$ cat src/rtl/ccom_pkg.sv
package ccom_pkg;
  localparam int WIN = 9;

  // column offset (-1, 0, +1) of window entry k
  function automatic int col_off(int k);
    return (k % 3) - 1;
  endfunction

  // row offset (-1, 0, +1) of window entry k
  function automatic int row_off(int k);
    return (k / 3) - 1;
  endfunction
endpackage

$ cat src/rtl/ccom_rr.sv
module ccom_rr #(
  parameter int N = 12
) (
  input  logic         clk,
  input  logic         rst_n,
  input  logic         advance,
  input  logic [N-1:0] req,
  output logic [N-1:0] grant
);
  localparam int IW = (N > 1) ? $clog2(N) : 1;

  logic [IW-1:0] last_q;
  logic [IW-1:0] win_idx;

  always_comb begin
    int idx;
    logic found;
    grant   = '0;
    win_idx = last_q;
    found   = 1'b0;
    for (int off = 1; off <= N; off++) begin
      idx = (int'(last_q) + off) % N;
      if (!found && req[idx]) begin
        grant[idx] = 1'b1;
        win_idx    = IW'(idx);
        found      = 1'b1;
      end
    end
  end

  always_ff @(posedge clk) begin
    if (!rst_n) last_q <= IW'(N - 1);
    else if (advance) last_q <= win_idx;
  end

  assert_grant_onehot_R2: assert property (@(posedge clk) disable iff (!rst_n)
    $onehot0(grant));
  assert_grant_needs_req_R2: assert property (@(posedge clk) disable iff (!rst_n)
    (grant & ~req) == '0);
endmodule

$ cat src/rtl/ccom_div.sv
module ccom_div #(
  parameter int ACC_W = 22,
  parameter int Q_W   = 9,
  parameter int SB_W  = 9
) (
  input  logic             clk,
  input  logic             rst_n,
  input  logic             en,
  input  logic [ACC_W-1:0] in_mag,
  input  logic [ACC_W-1:0] in_den,
  input  logic             in_neg,
  input  logic [SB_W-1:0]  in_sb,
  output logic [Q_W-1:0]   out_q,
  output logic             out_neg,
  output logic [SB_W-1:0]  out_sb
);
  localparam int REM_W = ACC_W + Q_W + 1;

  logic [REM_W-1:0] rem_q [1:Q_W];
  logic [ACC_W-1:0] den_q [1:Q_W];
  logic [Q_W-1:0]   quo_q [1:Q_W];
  logic             neg_q [1:Q_W];
  logic [SB_W-1:0]  sb_q  [1:Q_W];

  logic [REM_W-1:0] prev_rem [1:Q_W];
  logic [ACC_W-1:0] prev_den [1:Q_W];
  logic [Q_W-1:0]   prev_quo [1:Q_W];
  logic             prev_neg [1:Q_W];
  logic [SB_W-1:0]  prev_sb  [1:Q_W];
  logic [REM_W-1:0] trial    [1:Q_W];
  logic             fits     [1:Q_W];

  always_comb begin
    for (int g = 1; g <= Q_W; g++) begin
      if (g == 1) begin
        prev_rem[g] = REM_W'(in_mag) << (Q_W - 1);
        prev_den[g] = in_den;
        prev_quo[g] = '0;
        prev_neg[g] = in_neg;
        prev_sb[g]  = in_sb;
      end else begin
        prev_rem[g] = rem_q[g-1];
        prev_den[g] = den_q[g-1];
        prev_quo[g] = quo_q[g-1];
        prev_neg[g] = neg_q[g-1];
        prev_sb[g]  = sb_q[g-1];
      end
      trial[g] = REM_W'(prev_den[g]) << (Q_W - g);
      fits[g]  = prev_rem[g] >= trial[g];
    end
  end

  always_ff @(posedge clk) begin
    if (!rst_n) begin
      for (int g = 1; g <= Q_W; g++) begin
        rem_q[g] <= '0; den_q[g] <= '0; quo_q[g] <= '0;
        neg_q[g] <= 1'b0; sb_q[g] <= '0;
      end
    end else if (en) begin
      for (int g = 1; g <= Q_W; g++) begin
        rem_q[g] <= fits[g] ? prev_rem[g] - trial[g] : prev_rem[g];
        quo_q[g] <= {prev_quo[g][Q_W-2:0], fits[g]};
        den_q[g] <= prev_den[g];
        neg_q[g] <= prev_neg[g];
        sb_q[g]  <= prev_sb[g];
      end
    end
  end

  assign out_q   = quo_q[Q_W];
  assign out_neg = neg_q[Q_W];
  assign out_sb  = sb_q[Q_W];

  // |numerator| never exceeds the total, so the quotient is at most one
  assert_quot_range_R5: assert property (@(posedge clk) disable iff (!rst_n)
    (den_q[Q_W] != '0) |-> (out_q <= Q_W'(1 << (Q_W - 1))));
endmodule

$ cat src/rtl/ccom_unit.sv
module ccom_unit import ccom_pkg::*; #(
  parameter int N_REQ   = 12,
  parameter int VAL_W   = 16,
  parameter int COORD_W = 8,
  parameter int FRAC_W  = 8,
  parameter int ACC_W   = 22,
  localparam int P_W    = COORD_W + FRAC_W + 2
) (
  input  logic                         clk,
  input  logic                         rst_n,
  input  logic [N_REQ-1:0]             in_req,
  output logic [N_REQ-1:0]             in_ack,
  input  logic [N_REQ*WIN*VAL_W-1:0]   in_resp,
  input  logic [N_REQ*COORD_W-1:0]     in_cu,
  input  logic [N_REQ*COORD_W-1:0]     in_cv,
  output logic                         out_valid,
  input  logic                         out_ready,
  output logic [P_W-1:0]               out_u,
  output logic [P_W-1:0]               out_v,
  output logic                         out_zero
);
  localparam int Q_W   = FRAC_W + 1;
  localparam int SB_W  = COORD_W + 1;
  localparam int WIN_W = WIN * VAL_W;
  localparam int IDX_W = (N_REQ > 1) ? $clog2(N_REQ) : 1;

  logic              advance, accept;
  logic [N_REQ-1:0]  grant;
  logic [IDX_W-1:0]  sel;
  logic [WIN_W-1:0]  win;
  logic [COORD_W-1:0] cu_m, cv_m;
  logic [ACC_W-1:0]  tot_c;
  logic signed [ACC_W-1:0] su_c, sv_c;
  logic [Q_W:0]      vld_q;

  logic [ACC_W-1:0]  s0_tot;
  logic signed [ACC_W-1:0] s0_su, s0_sv;
  logic [COORD_W-1:0] s0_cu, s0_cv;
  logic              s0_zero;

  assign advance = !vld_q[Q_W] || out_ready;
  assign accept  = advance && (|in_req);
  assign in_ack  = grant & {N_REQ{advance}};

  ccom_rr #(.N(N_REQ)) u_arb (
    .clk(clk), .rst_n(rst_n), .advance(accept), .req(in_req), .grant(grant));

  always_comb begin
    sel = '0;
    for (int i = 0; i < N_REQ; i++) if (grant[i]) sel = IDX_W'(i);
  end

  assign win  = in_resp[int'(sel)*WIN_W +: WIN_W];
  assign cu_m = in_cu[int'(sel)*COORD_W +: COORD_W];
  assign cv_m = in_cv[int'(sel)*COORD_W +: COORD_W];

  // weighted window sums
  always_comb begin
    logic signed [ACC_W-1:0] vx;
    tot_c = '0; su_c = '0; sv_c = '0;
    for (int k = 0; k < WIN; k++) begin
      vx    = $signed(ACC_W'(win[k*VAL_W +: VAL_W]));
      tot_c = tot_c + ACC_W'(win[k*VAL_W +: VAL_W]);
      if (col_off(k) < 0) su_c = su_c - vx;
      else if (col_off(k) > 0) su_c = su_c + vx;
      if (row_off(k) < 0) sv_c = sv_c - vx;
      else if (row_off(k) > 0) sv_c = sv_c + vx;
    end
  end

  always_ff @(posedge clk) begin
    if (!rst_n) begin
      vld_q <= '0;
      s0_tot <= '0; s0_su <= '0; s0_sv <= '0;
      s0_cu <= '0; s0_cv <= '0; s0_zero <= 1'b0;
    end else if (advance) begin
      vld_q <= {vld_q[Q_W-1:0], accept};
      if (accept) begin
        s0_tot  <= tot_c;
        s0_su   <= su_c;
        s0_sv   <= sv_c;
        s0_cu   <= cu_m;
        s0_cv   <= cv_m;
        s0_zero <= (tot_c == '0);
      end
    end
  end

  logic signed [ACC_W-1:0] num_a [2];
  logic [SB_W-1:0]  sbi_a [2];
  logic [SB_W-1:0]  sbo_a [2];
  logic [Q_W-1:0]   q_a   [2];
  logic             neg_a [2];
  logic [P_W-1:0]   res_a [2];

  assign num_a[0] = s0_su;
  assign num_a[1] = s0_sv;
  assign sbi_a[0] = {s0_zero, s0_cu};
  assign sbi_a[1] = {s0_zero, s0_cv};

  for (genvar a = 0; a < 2; a++) begin : g_axis
    logic [ACC_W-1:0] mag;
    logic signed [P_W-1:0] base, off_mag, off;
    assign mag = num_a[a][ACC_W-1] ? ACC_W'(-num_a[a]) : ACC_W'(num_a[a]);

    ccom_div #(.ACC_W(ACC_W), .Q_W(Q_W), .SB_W(SB_W)) u_div (
      .clk(clk), .rst_n(rst_n), .en(advance),
      .in_mag(mag), .in_den(s0_tot), .in_neg(num_a[a][ACC_W-1]), .in_sb(sbi_a[a]),
      .out_q(q_a[a]), .out_neg(neg_a[a]), .out_sb(sbo_a[a]));

    assign base    = $signed({2'b00, sbo_a[a][COORD_W-1:0], {FRAC_W{1'b0}}});
    assign off_mag = $signed(P_W'(q_a[a]));
    assign off     = sbo_a[a][COORD_W] ? '0 : (neg_a[a] ? -off_mag : off_mag);
    assign res_a[a] = base + off;
  end

  assign out_valid = vld_q[Q_W];
  assign out_u     = res_a[0];
  assign out_v     = res_a[1];
  assign out_zero  = sbo_a[0][COORD_W];

  assert_hold_when_stalled_R8: assert property (@(posedge clk) disable iff (!rst_n)
    (out_valid && !out_ready) |=> (out_valid && $stable(out_u) && $stable(out_v) && $stable(out_zero)));
  assert_no_grant_when_stalled_R8: assert property (@(posedge clk) disable iff (!rst_n)
    (out_valid && !out_ready) |-> (in_ack == '0));
  assert_zero_is_bare_R6: assert property (@(posedge clk) disable iff (!rst_n)
    (out_valid && out_zero) |-> (out_u[FRAC_W-1:0] == '0 && out_v[FRAC_W-1:0] == '0));
endmodule

$ cat config.mk
export PLATFORM = sky130hd
export DESIGN_NAME = ccom_unit
export DESIGN_NICKNAME = d
export VERILOG_FILES = /design/src/rtl/ccom_pkg.sv /design/src/rtl/ccom_rr.sv /design/src/rtl/ccom_div.sv /design/src/rtl/ccom_unit.sv
export SDC_FILE = /design/constraint.sdc
export NUM_CORES = 2
export LEC_CHECK = 0
export ABC_AREA = 1
export BUFFER_PORTS_ARGS = -buffer_cell sky130_fd_sc_hd__buf_2
export CAP_MARGIN = 10
export CORE_AREA = 2 2 767 769
export DETAILED_ROUTE_END_ITERATION = 7
export DIE_AREA = 0 0 769 771
export PLACE_DENSITY_LB_ADDON = 0.12
export SLEW_MARGIN = 20
export SYNTH_ARGS = -nofsm -noshare
export SYNTH_HDL_FRONTEND = slang
export SYNTH_SLANG_ARGS = --single-unit
$ cat constraint.sdc
create_clock -name clk -period 32.9 [get_ports clk]
set_clock_uncertainty 0.15 [all_clocks]
set_input_delay 1.645 -clock clk [delete_from_list [all_inputs] [get_ports clk]]
set_output_delay 1.645 -clock clk [all_outputs]
set_load 0.005 [all_outputs]
==> results_dict.tcl <==
set metrics [dict create \
    status "complete, but fails checks" \
    violations "antenna violations, max-capacitance violations, max-slew violations" \
    r2r-end "s0_zero$_SDFFE_PN0P_" \
    required_ns 33.48 \
    arrival_ns 18.33 \
    cp-end-kind "register" \
    worstSetupStartpointType "register" \
    yosysSeqAreaShare_pct 32.5 \
    cpPeakStageDelay_ns 0.80 \
    ys_warn_count 0 \
    hp-class "reg -> reg" \
    ys_ff_latch 954 \
    area_growth_pct 33.5 \
    vias 97500 \
    globalRoute.busiestLayer "met2" \
    hold_start "vld_q[6]$_SDFFE_PN0P_" \
    synth_top_cells_by_count "nor2_1 (1715), nand2_1 (1528), inv_1 (1449)" \
    yosys.area.top_type "edfxtp_1" \
    hold_path_end "vld_q[7]$_SDFFE_PN0P_" \
    ant_nets 4 \
    worstRegToRegCells 69 \
    ys_types 74 \
    cts_setup_buffers 0 \
    grt_pass1_wl_mm 1070 \
    clock-sinks 954 \
    num-nets-final 15900 \
    cts_htree_levels 4 \
    path_depth 69 \
    period_share_pct 54.0 \
    viasPerCell 4.28 \
    fmax_mhz 56.3 \
    setup_tns_ns 0 \
    routedWlPerCell_um 38.3 \
    setup_ws_ns 15.15 \
    cts_tree "done" \
    antenna_found_initial 679 \
    pre_cts_ws_ns 15.30 \
    synth_nets 14100 \
    clk_latency_ns 0.84 \
    grt_max_degree 144 \
    setup_viol 0 \
    synth_edf_count 859 \
    use_met2_pct 42.0 \
    fin_crit_ns 17.75 \
    syn_inst 11400 \
    post_cts_resized 0 \
    crit_family "buffers and inverters" \
    crit_path_top_delay_cell "a21oi_1" \
    reg2reg_slack_ns 15.15 \
    track_usage_pct 28.2 \
    hold_viol_final 0 \
    dieArea_sq_mm 0.593 \
    totalWireLength_mm 873 \
    worstMarginPinSlew_ns 1.56 \
    synth_top_flop_cell "edfxtp_1" \
    drv_cap 1 \
    netlist.area_leader.share_pct 30.3 \
    fillers 67300 \
    hold_depth 2 \
    gp_congestion 1.15 \
    grt_use_met3_pct 12.2 \
    die_w_um 769 \
    drc_errors 0 \
    clk_pin_slew_ns 0.06 \
    die_h_um 771 \
    port-buffer-count 1984 \
    synth_most_common_cell "nor2_1" \
    drt_iter0_markers 10200 \
    reg2reg_from "u_arb.last_q[1]$_SDFFE_PN1P_" \
    postCtsHoldBufs 0 \
    drive_gt1_share_pct 20.2 \
    path_max_fanout 130 \
    slew_headroom_pct -4.00 \
    grt_use_met1_pct 34.3 \
    clk_path_buf_depth 4 \
    core_area_sq_mm 0.584 \
    rows 281 \
    syn_area_sq_mm 0.0853 \
    rsz0062_at_grt "no" \
    cts_root_buffer "clkbuf_16" \
    drv_slew 2 \
    firstDrtPassIters 6 \
    grt_pass1_vias 93200 \
    initial_core_util_pct 14.6 \
    grt-ovfl-total 0 \
    synthTopCellsByArea "edfxtp_1 (30%), nor2_1 (7.6%), o21ai_0 (7.4%)" \
    place_hpwl_mm 765 \
    cts_buffers 137 \
    io-pin-count 1985 \
    worst-path-buf-inv 19 \
    async_flop_share_pct 0 \
    avgSynthCellArea_sq_um 7.46 \
    criticalPathCategory "reg -> reg" \
]
[layout by cell type, fill, tap and decap left out, types with 140 or more instances in the layout]
| cell type | n |
|---|---|
| buf_2 | 1983 |
| nor2_1 | 1707 |
| diode_2 | 1675 |
| nand2_1 | 1524 |
| inv_1 | 1448 |
| o21ai_0 | 1202 |
| a21oi_1 | 1069 |
| edfxtp_1 | 859 |
| ha_1 | 478 |
| nand3_1 | 447 |
| fa_1 | 256 |
| xor2_1 | 252 |
| buf_4 | 236 |
| o22ai_1 | 193 |
| xnor2_1 | 174 |
| clkbuf_16 | 140 |
[worst max-delay path by stage]
stage                                 start                      to  slack [ns]
6_report       u_arb.last_q[1]$_SDFFE_PN1P_    s0_zero$_SDFFE_PN0P_       15.15
4_1_cts        u_arb.last_q[1]$_SDFFE_PN1P_  s0_sv[19]$_SDFFE_PN0P_       15.21
3_5_place_dp   u_arb.last_q[1]$_SDFFE_PN1P_  s0_sv[19]$_SDFFE_PN0P_       15.30
3_3_place_gp   u_arb.last_q[1]$_SDFFE_PN1P_  s0_sv[17]$_SDFFE_PN0P_       15.25
2_1_floorplan                         rst_n   vld_q[9]$_SDFFE_PN0P_        4.78
5_1_grt        u_arb.last_q[1]$_SDFFE_PN1P_    s0_zero$_SDFFE_PN0P_       14.08
[logic make-up after synthesis]
family	after synthesis	synth area share (%)
compound gates	3077	20.1
xor+xnor	427	4.40
fa+ha+maj	734	13.0
buf+inv	2086	9.52
flops	954	32.5
mux	2	0.0235
simple gates	4152	20.4
[routing by layer]
metal  wire (um)  part of all wire (%)
met1      353000                    40
met2      366000                    42
met3       96700                    11
met4       54900                   6.3
met5        2680                  0.31
[cell type report]
class | count | area [sq um] | share of cell area [%]
clock inverter | 68 | 609 | 0.536
sequential | 954 | 27700 | 24.3
clock buffer | 171 | 3650 | 3.21
antenna | 1675 | 4190 | 3.68
timing repair buffer | 2242 | 12100 | 10.6
tap | 7782 | 9740 | 8.56
multi-input combinational | 8392 | 50200 | 44.1
inverter | 1500 | 5660 | 4.97
[through the flow]
| stage | hold slack (ns) | instance area [sq um] | std cells | util, % |
|---|---|---|---|---|
| 2_1_floorplan | 0.294 | 85300 | 11400 | - |
| 3_3_place_gp | 0.308 | 105000 | 20900 | 18.0 |
| 3_5_place_dp | 0.313 | 105000 | 20900 | 18.0 |
| 4_1_cts | 0.322 | 110000 | 21100 | 18.7 |
| 5_1_grt | 0.328 | 112000 | 22000 | 19.1 |
| 6_report | 0.315 | 114000 | 22800 | 19.5 |
[sequential cells by signal, indices dropped and copies added, names as in the netlist, 8 cells and up]
register	count
g_axis.u_div.den_q	160
g_axis.u_div.sb_q	153
s0_tot	20
vld_q	10
s0_cu	8
g_axis.u_div.rem_q	438
g_axis.u_div.quo_q	90
g_axis.u_div.neg_q	18
s0_cv	8
s0_su	22
s0_sv	22
[worst reg2reg max path, delay by kind of cell, from the launching register on]
family / cells / cell delay [ns]
simple gates: 28 / 5.18
compound gates: 13 / 3.06
fa+ha+maj: 8 / 3.18
flops: 1 / 0.73
buf+inv: 19 / 5.22
xor+xnor: 1 / 0.12
Power is not shown: default switching activity piles up to over one toggle a cycle in this logic, so the estimate is an artifact.
